===== config.mk =====
export PLATFORM = sky130hd
export DESIGN_NAME = tlb_logflush
export DESIGN_NICKNAME = d
export VERILOG_FILES = /design/src/rtl/tlbl_pkg.sv /design/src/rtl/tlb_entry_store.sv /design/src/rtl/tlb_fill_log.sv /design/src/rtl/tlb_logflush.sv
export SDC_FILE = /design/constraint.sdc
export NUM_CORES = 1
export LEC_CHECK = 0
export BUFFER_PORTS_ARGS = -buffer_cell sky130_fd_sc_hd__buf_2
export CORE_MARGIN = 2
export CORE_UTILIZATION = 50
export CTS_CLUSTER_DIAMETER = 80
export CTS_CLUSTER_SIZE = 16
export DETAILED_ROUTE_END_ITERATION = 12
export HOLD_SLACK_MARGIN = 0.02
export PLACE_DENSITY_LB_ADDON = 0.12
export SETUP_SLACK_MARGIN = 0.2
export SLEW_MARGIN = 40
export SYNTH_ARGS = -nofsm -noshare
export SYNTH_HDL_FRONTEND = slang
export SYNTH_SLANG_ARGS = --single-unit

===== constraint.sdc =====
create_clock -name clk -period 3.2 [get_ports clk]
set_input_delay 0 -clock clk [delete_from_list [all_inputs] [get_ports clk]]
set_output_delay 0 -clock clk [all_outputs]
set_load 0.01 [all_outputs]

===== src/rtl/tlbl_pkg.sv =====
package tlbl_pkg;

    typedef enum logic [1:0] {
        OP_FILL    = 2'd0,
        OP_FILL_RO = 2'd1,
        OP_INVAL   = 2'd2,
        OP_FLUSH   = 2'd3
    } tlb_op_e;

    typedef enum logic [1:0] {
        ST_IDLE   = 2'd0,
        ST_FLUSH  = 2'd1,
        ST_UNLINK = 2'd2
    } tlb_state_e;

endpackage


===== src/rtl/tlb_entry_store.sv =====
module tlb_entry_store #(
    parameter int NUM_ENTRIES = 64,
    parameter int PPN_W       = 8,
    localparam int IDX_W      = $clog2(NUM_ENTRIES)
) (
    input  logic             clk,
    input  logic             rst_n,
    input  logic             set_en,
    input  logic [IDX_W-1:0] set_idx,
    input  logic [PPN_W-1:0] set_ppn,
    input  logic             set_ro,
    input  logic             clr_en,
    input  logic [IDX_W-1:0] clr_idx,
    input  logic             look_en,
    input  logic             look_ok,
    input  logic [IDX_W-1:0] look_idx,
    output logic             look_rd,
    output logic             look_wr,
    output logic [PPN_W-1:0] look_ppn
);

    logic [NUM_ENTRIES-1:0] rd_valid;
    logic [NUM_ENTRIES-1:0] wr_valid;
    logic [PPN_W-1:0]       ppn_mem [NUM_ENTRIES];

    always_ff @(posedge clk) begin
        if (!rst_n) begin
            rd_valid <= '0;
            wr_valid <= '0;
        end else begin
            if (set_en) begin
                rd_valid[set_idx] <= 1'b1;
                wr_valid[set_idx] <= !set_ro;
            end
            if (clr_en) begin
                rd_valid[clr_idx] <= 1'b0;
                wr_valid[clr_idx] <= 1'b0;
            end
        end
    end

    always_ff @(posedge clk) begin
        if (set_en) ppn_mem[set_idx] <= set_ppn;
    end

    always_ff @(posedge clk) begin
        if (!rst_n) begin
            look_rd  <= 1'b0;
            look_wr  <= 1'b0;
            look_ppn <= '0;
        end else if (look_en) begin
            look_rd  <= look_ok && rd_valid[look_idx];
            look_wr  <= look_ok && wr_valid[look_idx];
            look_ppn <= ppn_mem[look_idx];
        end
    end


    ro_fill_blocks_write_chk: assert property (@(posedge clk) disable iff (!rst_n)
        (set_en && set_ro) |=> !wr_valid[$past(set_idx)]);

endmodule


===== src/rtl/tlb_fill_log.sv =====
module tlb_fill_log #(
    parameter int DEPTH = 8,
    parameter int W     = 6,
    localparam int CNT_W = $clog2(DEPTH + 1),
    localparam int PTR_W = (DEPTH > 1) ? $clog2(DEPTH) : 1
) (
    input  logic             clk,
    input  logic             rst_n,
    input  logic             push_en,
    input  logic [W-1:0]     push_val,
    input  logic             pop_en,
    output logic [W-1:0]     top_val,
    output logic [CNT_W-1:0] count,
    output logic             full
);

    logic [W-1:0]     slots [DEPTH];
    logic [CNT_W-1:0] top_pos;

    assign top_pos = count - 1'b1;
    assign full    = (count == CNT_W'(DEPTH));
    assign top_val = (count != '0) ? slots[top_pos[PTR_W-1:0]] : '0;

    always_ff @(posedge clk) begin
        if (!rst_n) begin
            count <= '0;
        end else if (push_en) begin
            count <= count + 1'b1;
        end else if (pop_en) begin
            count <= count - 1'b1;
        end
    end

    always_ff @(posedge clk) begin
        if (push_en) slots[count[PTR_W-1:0]] <= push_val;
    end


    log_no_overflow_chk: assert property (@(posedge clk) disable iff (!rst_n)
        push_en |-> (count < CNT_W'(DEPTH)));


    log_no_underflow_chk: assert property (@(posedge clk) disable iff (!rst_n)
        pop_en |-> (count != '0));

endmodule


===== src/rtl/tlb_logflush.sv =====
module tlb_logflush
    import tlbl_pkg::*;
#(
    parameter int NUM_ENTRIES = 64,
    parameter int LOG_DEPTH   = 8,
    parameter int LPN_W       = 8,
    parameter int PPN_W       = 8,
    parameter int CNT_W       = 4
) (
    input  logic             clk,
    input  logic             rst_n,
    input  logic             cmd_valid,
    input  logic [1:0]       cmd_op,
    input  logic [LPN_W-1:0] cmd_page,
    input  logic [PPN_W-1:0] cmd_ppn,
    input  logic [CNT_W-1:0] cmd_count,
    output logic             busy,
    output logic             fill_illegal,
    input  logic             lk_req,
    input  logic [LPN_W-1:0] lk_page,
    output logic             lk_ack,
    output logic             lk_rd_hit,
    output logic             lk_wr_hit,
    output logic [PPN_W-1:0] lk_ppn
);

    localparam int IDX_W  = $clog2(NUM_ENTRIES);
    localparam int LCNT_W = $clog2(LOG_DEPTH + 1);
    localparam logic [LPN_W:0] LPN_LIM = (LPN_W + 1)'(NUM_ENTRIES);
    localparam logic [PPN_W:0] PPN_LIM = (PPN_W + 1)'(NUM_ENTRIES);

    if (LOG_DEPTH > NUM_ENTRIES) begin : g_bad_depth
        $error("fill log deeper than the entry array");
    end

    tlb_state_e state, nxt;

    logic             pend_q;
    logic [IDX_W-1:0] pend_page_q;
    logic [PPN_W-1:0] pend_ppn_q;
    logic             pend_ro_q;
    logic [LPN_W-1:0] walk_page_q;
    logic [CNT_W-1:0] walk_left_q;
    logic             illegal_q, ack_q;

    logic             st_set, st_ro, st_clr;
    logic [IDX_W-1:0] st_idx, st_clr_idx;
    logic [PPN_W-1:0] st_ppn;
    logic             log_push, log_pop, log_full;
    logic [IDX_W-1:0] log_top;
    logic [LCNT_W-1:0] log_cnt;
    logic             illegal_d, load_pend, load_walk, walk_step;
    logic             cmd_bad, walk_in, look_en;

    assign cmd_bad = ({1'b0, cmd_page} >= LPN_LIM) || ({1'b0, cmd_ppn} >= PPN_LIM);
    assign walk_in = ({1'b0, walk_page_q} < LPN_LIM);
    assign busy    = (state != ST_IDLE);
    assign look_en = lk_req && (state == ST_IDLE);

    always_ff @(posedge clk) begin
        if (!rst_n) state <= ST_IDLE;
        else        state <= nxt;
    end

    always_comb begin
        nxt        = state;
        st_set     = 1'b0;
        st_ro      = 1'b0;
        st_idx     = '0;
        st_ppn     = '0;
        st_clr     = 1'b0;
        st_clr_idx = '0;
        log_push   = 1'b0;
        log_pop    = 1'b0;
        illegal_d  = 1'b0;
        load_pend  = 1'b0;
        load_walk  = 1'b0;
        walk_step  = 1'b0;
        unique case (state)
            ST_IDLE: begin
                if (cmd_valid) begin
                    unique case (tlb_op_e'(cmd_op))
                        OP_FILL, OP_FILL_RO: begin
                            if (cmd_bad) begin
                                illegal_d = 1'b1;
                            end else if (log_full) begin
                                load_pend = 1'b1;
                                nxt       = ST_FLUSH;
                            end else begin
                                st_set   = 1'b1;
                                st_ro    = (cmd_op == OP_FILL_RO);
                                st_idx   = cmd_page[IDX_W-1:0];
                                st_ppn   = cmd_ppn;
                                log_push = 1'b1;
                            end
                        end
                        OP_INVAL: begin
                            load_walk = 1'b1;
                            nxt       = ST_UNLINK;
                        end
                        OP_FLUSH: nxt = ST_FLUSH;
                        default:  nxt = ST_IDLE;
                    endcase
                end
            end
            ST_FLUSH: begin
                if (log_cnt != '0) begin
                    st_clr     = 1'b1;
                    st_clr_idx = log_top;
                    log_pop    = 1'b1;
                end else begin
                    if (pend_q) begin
                        st_set   = 1'b1;
                        st_ro    = pend_ro_q;
                        st_idx   = pend_page_q;
                        st_ppn   = pend_ppn_q;
                        log_push = 1'b1;
                    end
                    nxt = ST_IDLE;
                end
            end
            ST_UNLINK: begin
                if (walk_left_q == '0) begin
                    nxt = ST_IDLE;
                end else begin
                    walk_step = 1'b1;
                    if (walk_in) begin
                        st_clr     = 1'b1;
                        st_clr_idx = walk_page_q[IDX_W-1:0];
                        log_pop    = (log_cnt != '0) && (log_top == walk_page_q[IDX_W-1:0]);
                    end
                end
            end
            default: nxt = ST_IDLE;
        endcase
    end

    always_ff @(posedge clk) begin
        if (!rst_n) begin
            pend_q      <= 1'b0;
            pend_page_q <= '0;
            pend_ppn_q  <= '0;
            pend_ro_q   <= 1'b0;
            walk_page_q <= '0;
            walk_left_q <= '0;
            illegal_q   <= 1'b0;
            ack_q       <= 1'b0;
        end else begin
            illegal_q <= illegal_d;
            ack_q     <= look_en;
            if (load_pend) begin
                pend_q      <= 1'b1;
                pend_page_q <= cmd_page[IDX_W-1:0];
                pend_ppn_q  <= cmd_ppn;
                pend_ro_q   <= (cmd_op == OP_FILL_RO);
            end else if (state == ST_FLUSH && log_cnt == '0) begin
                pend_q <= 1'b0;
            end
            if (load_walk) begin
                walk_page_q <= cmd_page;
                walk_left_q <= cmd_count;
            end else if (walk_step) begin
                walk_page_q <= walk_page_q + 1'b1;
                walk_left_q <= walk_left_q - 1'b1;
            end
        end
    end

    assign fill_illegal = illegal_q;
    assign lk_ack       = ack_q;

    tlb_entry_store #(.NUM_ENTRIES(NUM_ENTRIES), .PPN_W(PPN_W)) u_store (
        .clk      (clk),
        .rst_n    (rst_n),
        .set_en   (st_set),
        .set_idx  (st_idx),
        .set_ppn  (st_ppn),
        .set_ro   (st_ro),
        .clr_en   (st_clr),
        .clr_idx  (st_clr_idx),
        .look_en  (look_en),
        .look_ok  ({1'b0, lk_page} < LPN_LIM),
        .look_idx (lk_page[IDX_W-1:0]),
        .look_rd  (lk_rd_hit),
        .look_wr  (lk_wr_hit),
        .look_ppn (lk_ppn)
    );

    tlb_fill_log #(.DEPTH(LOG_DEPTH), .W(IDX_W)) u_log (
        .clk      (clk),
        .rst_n    (rst_n),
        .push_en  (log_push),
        .push_val (st_idx),
        .pop_en   (log_pop),
        .top_val  (log_top),
        .count    (log_cnt),
        .full     (log_full)
    );


    illegal_keeps_log_chk: assert property (@(posedge clk) disable iff (!rst_n)
        fill_illegal |-> (log_cnt == $past(log_cnt)));


    flush_walk_step_chk: assert property (@(posedge clk) disable iff (!rst_n)
        (state == ST_FLUSH && log_cnt != '0) |=> (log_cnt == $past(log_cnt) - 1'b1));

endmodule


==> run_results.csv <==
group,metric,value,unit
outcome,status,"complete, no violations",
clock_tree,root_buffer,"clkbuf_16",
pwr,vdd_drop_max,415,uV
yosys,synth_compound_area_frac,0.0548,
placed_design,dpl-instance-area,0.0321,mm2
worst_setup_path,worstPathRequired,3.71,ns
die,die_y,248,um
global_routing,grt_pass1_wl,110,mm
hold_path,hp-class,"in2reg",
yosys,syn_inst,1825,
routing,wl_per_cell,26.4,um
clock_tree,clock_path_buffers,3,
worst_setup_path,endpoint_kind,"flip-flop",
final_layout,multi_input_area,0.00928,mm2
clock_tree,tritoncts.num_buffers,52,
routing,drc,0,
yosys,ys_seq_elements,734,
final_layout,fin_nets,2041,
yosys,yosys.area_share.simple,0.0637,
timing,period_share,0.912,
pwr,clkPwrFrac,0.369,
yosys,yosys-top-cells-count,"edfxtp_1, mux4_2, nor2_1, dfxtp_1, nand2_1",
yosys,synth_area_leaders,"edfxtp_1, mux4_2, dfxtp_1, nor2_1, o21ai_0",
global_routing,antenna_found_initial,5,
final_layout,final_area,0.0341,mm2
final_layout,final_layout_size_suffix_gt1_frac,0.275,
pwr,p_seq_frac,0.591,
timing,rsz0062_at_grt,"yes",
yosys,synthArstFlopShare,0,
worst_setup_path,start_kind,"flip-flop",
yosys,syn_area,0.0299,mm2
yosys,synth_top_family_by_area,"multiplexers",
clock_tree,clock_sink_count,734,
global_routing,grt_max_degree,90,
final_layout,fill_cells,4540,
final_layout,diodes,0,
pwr,p_sw_frac,0.212,
clock_tree,worstSkewPairLatency,0.62,ns
timing,hold_viol,0,
die,initial_core_util,0.506,
job,maxCapViolations,0,
worst_setup_path,critPathMaxFanout,9,
die,ios,47,
worst_setup_path,setup.worst_path.class,"reg2reg",
yosys,synth_top_area_share,0.563,
timing,max_freq,343,MHz
clock_tree,h-tree-depth,2,
die,dieArea,0.0617,mm2
pwr,p_sw,3640,uW
yosys,synth_most_common_cell,"edfxtp_1",
global_routing,gr-total-overflow,0,
routing,drt_iter0_markers,1566,
pwr,power.leakage,0.0123,uW
clock_tree,cts_tree,"done",
timing,min_period,2.92,ns
timing,fin_ws,0.283,ns
pwr,p_per_area,503,mW/mm2
final_layout,area_delta_synth_final,14.3,%
routing,wl,74.3,mm
yosys,synthMuxAreaShare,0.176,
routing,via_per_inst,5.99,
yosys,yosysTopAreaCell,"edfxtp_1",
pwr,p_int,13500,uW
die,die_w,248,um
timing,slew_violations,0,
routing,vias,16900,
yosys,synth_xor_area_frac,0.00465,
global_routing,grt_pass1_vias,16800,
placed_design,io_buffers,46,
yosys,yosys_warnings,0,
worst_setup_path,cp.arrival,3.43,ns
clock_tree,clkTransAtPathRegs,0.07,ns
routing,antenna_left,0,
yosys,synth_area_per_cell,16.4,um2
timing,fin_skew,0.0188,ns
timing,setup_viol,0,
final_layout,layout.area.seq,0.0203,mm2
yosys,synth.distinct_cells,68,
timing,maxSlewHeadroom,0.463,
die,core_area,0.0590,mm2
pwr,combPwrFrac,0.040,
placed_design,hpwl,48.1,mm
die,core.rowCount,89,
timing,worst_slew_pin_slew,0.805,ns
placed_design,place_ws,-0.0103,ns
yosys,synth-edff-count,560,
yosys,ys.flop_type,"edfxtp_1",
yosys,yosysSeqAreaShare,0.680,
placed_design,gp_congestion,0.836,
global_routing,grt_util_all_layers,0.246,
yosys,synthAdderAreaFrac,0.00293,
yosys,synth_nets,1866,
routing,drtPass1Iterations,5,
==> path summary, 6_finish.rpt <==
check,start,to,slack (ns),cells after the start
min reg2reg,u_store.look_ppn[6],u_store.look_ppn[6],0.47,2
min,lk_page[5],u_store.look_ppn[2],0.08,4
max,u_log.count[0],u_store.rd_valid[37],0.28,10
max reg2reg,u_log.count[0],u_store.rd_valid[37],0.28,10
==> layout make-up <==
class	instances	share of cell area
Sequential cell	734	0.595
Multi-Input combinational cell	962	0.272
Timing Repair Buffer	228	0.0570
Clock buffer	91	0.0427
Tap cell	773	0.0283
Inverter	22	0.00290
Clock inverter	6	0.00198
==> cell usage in the layout (no fill, tap or decap), types with 10 or more instances in the layout <==
master	n
clkbuf_16	52
buf_12	19
buf_2	43
nand3_1	21
edfxtp_1	560
dlygate4sd3_1	29
nor2_1	165
inv_1	17
a21oi_1	67
nor3_1	12
nand2_1	134
a21boi_0	23
nor2_2	15
mux2i_1	26
o21ba_2	10
o21ai_1	25
mux4_2	216
buf_4	130
nor2b_1	10
o21ai_0	92
dfxtp_1	173
o211a_1	11
clkbuf_1	38
==> timing repair <==
| action | 4_1_cts | 5_1_grt |
|---|---|---|
| buffers inserted | 2 | 3 |
| hold endpoints to repair | 188 | 0 |
| setup endpoints to repair | 96 | 383 |
| hold buffers | 29 | 0 |
| pin swaps | 1 | 8 |
| gates cloned | 0 | 0 |
| gates resized for setup | 16 | 51 |
==> cells by family (layout without fill, tap and decap cells) <==
family,count (synthesis),after routing
compound gates,269,269
mux,248,248
buf+inv,129,347
simple gates,423,423
flops,734,734
xor+xnor,15,15
fa+ha+maj,7,7
==> state kept, by name, summed over array words and instances (netlist names), 6 cells and up <==
register          cells
u_log.slots          48
pend_ppn_q            8
u_store.rd_valid     64
pend_page_q           6
u_store.wr_valid     64
walk_page_q           8
u_store.ppn_mem     512
u_store.look_ppn      8
==> through the flow <==
| step | power (uW) | hold slack (ns) | util | setup TNS (ns) | cells |
|---|---|---|---|---|---|
| 2_1_floorplan | 10800 | 0.147 | - | 0 | 1825 |
| 3_3_place_gp | 11000 | 0.245 | 0.543 | 0 | 2685 |
| 3_5_place_dp | 11000 | 0.258 | 0.543 | -0.0103 | 2685 |
| 4_1_cts | 17300 | 0.0457 | 0.575 | 0 | 2813 |
| 5_1_grt | 17700 | 0.0853 | 0.578 | 0 | 2816 |
| 6_report | 17200 | 0.0761 | 0.578 | 0 | 2816 |
==> routing by layer <==
layer  vias to the layer above  GRT usage  wire, um
li1                       7463          -         -
met4                         2     0.0679      1850
met3                        91     0.0447      5000
met5                         -          0        13
met2                       532      0.398     35900
met1                      8784      0.347     31600
==> critical path, stage by stage (launching register included) <==
cell	delay (ns)
dfxtp_4	0.39
clkinv_8	0.08
ha_4	0.34
buf_6	0.17
mux4_2	0.31
mux2i_1	0.24
o2bb2ai_1	0.21
nand2b_1	0.23
or2_2	0.48
o21ai_2	0.20
o21ba_2	0.17
==> power by group through the flow <==
stage                     clock (uW)  combinational [uW]  sequential [uW]
after global placement             0                 636            10400
after global routing            6850                 730            10200
after detailed placement           0                 645            10400
final                           6340                 679            10200
after floorplan                    0                 427            10400
after CTS                       6490                 674            10100
Note: power is estimated with default switching activity, not from simulation.
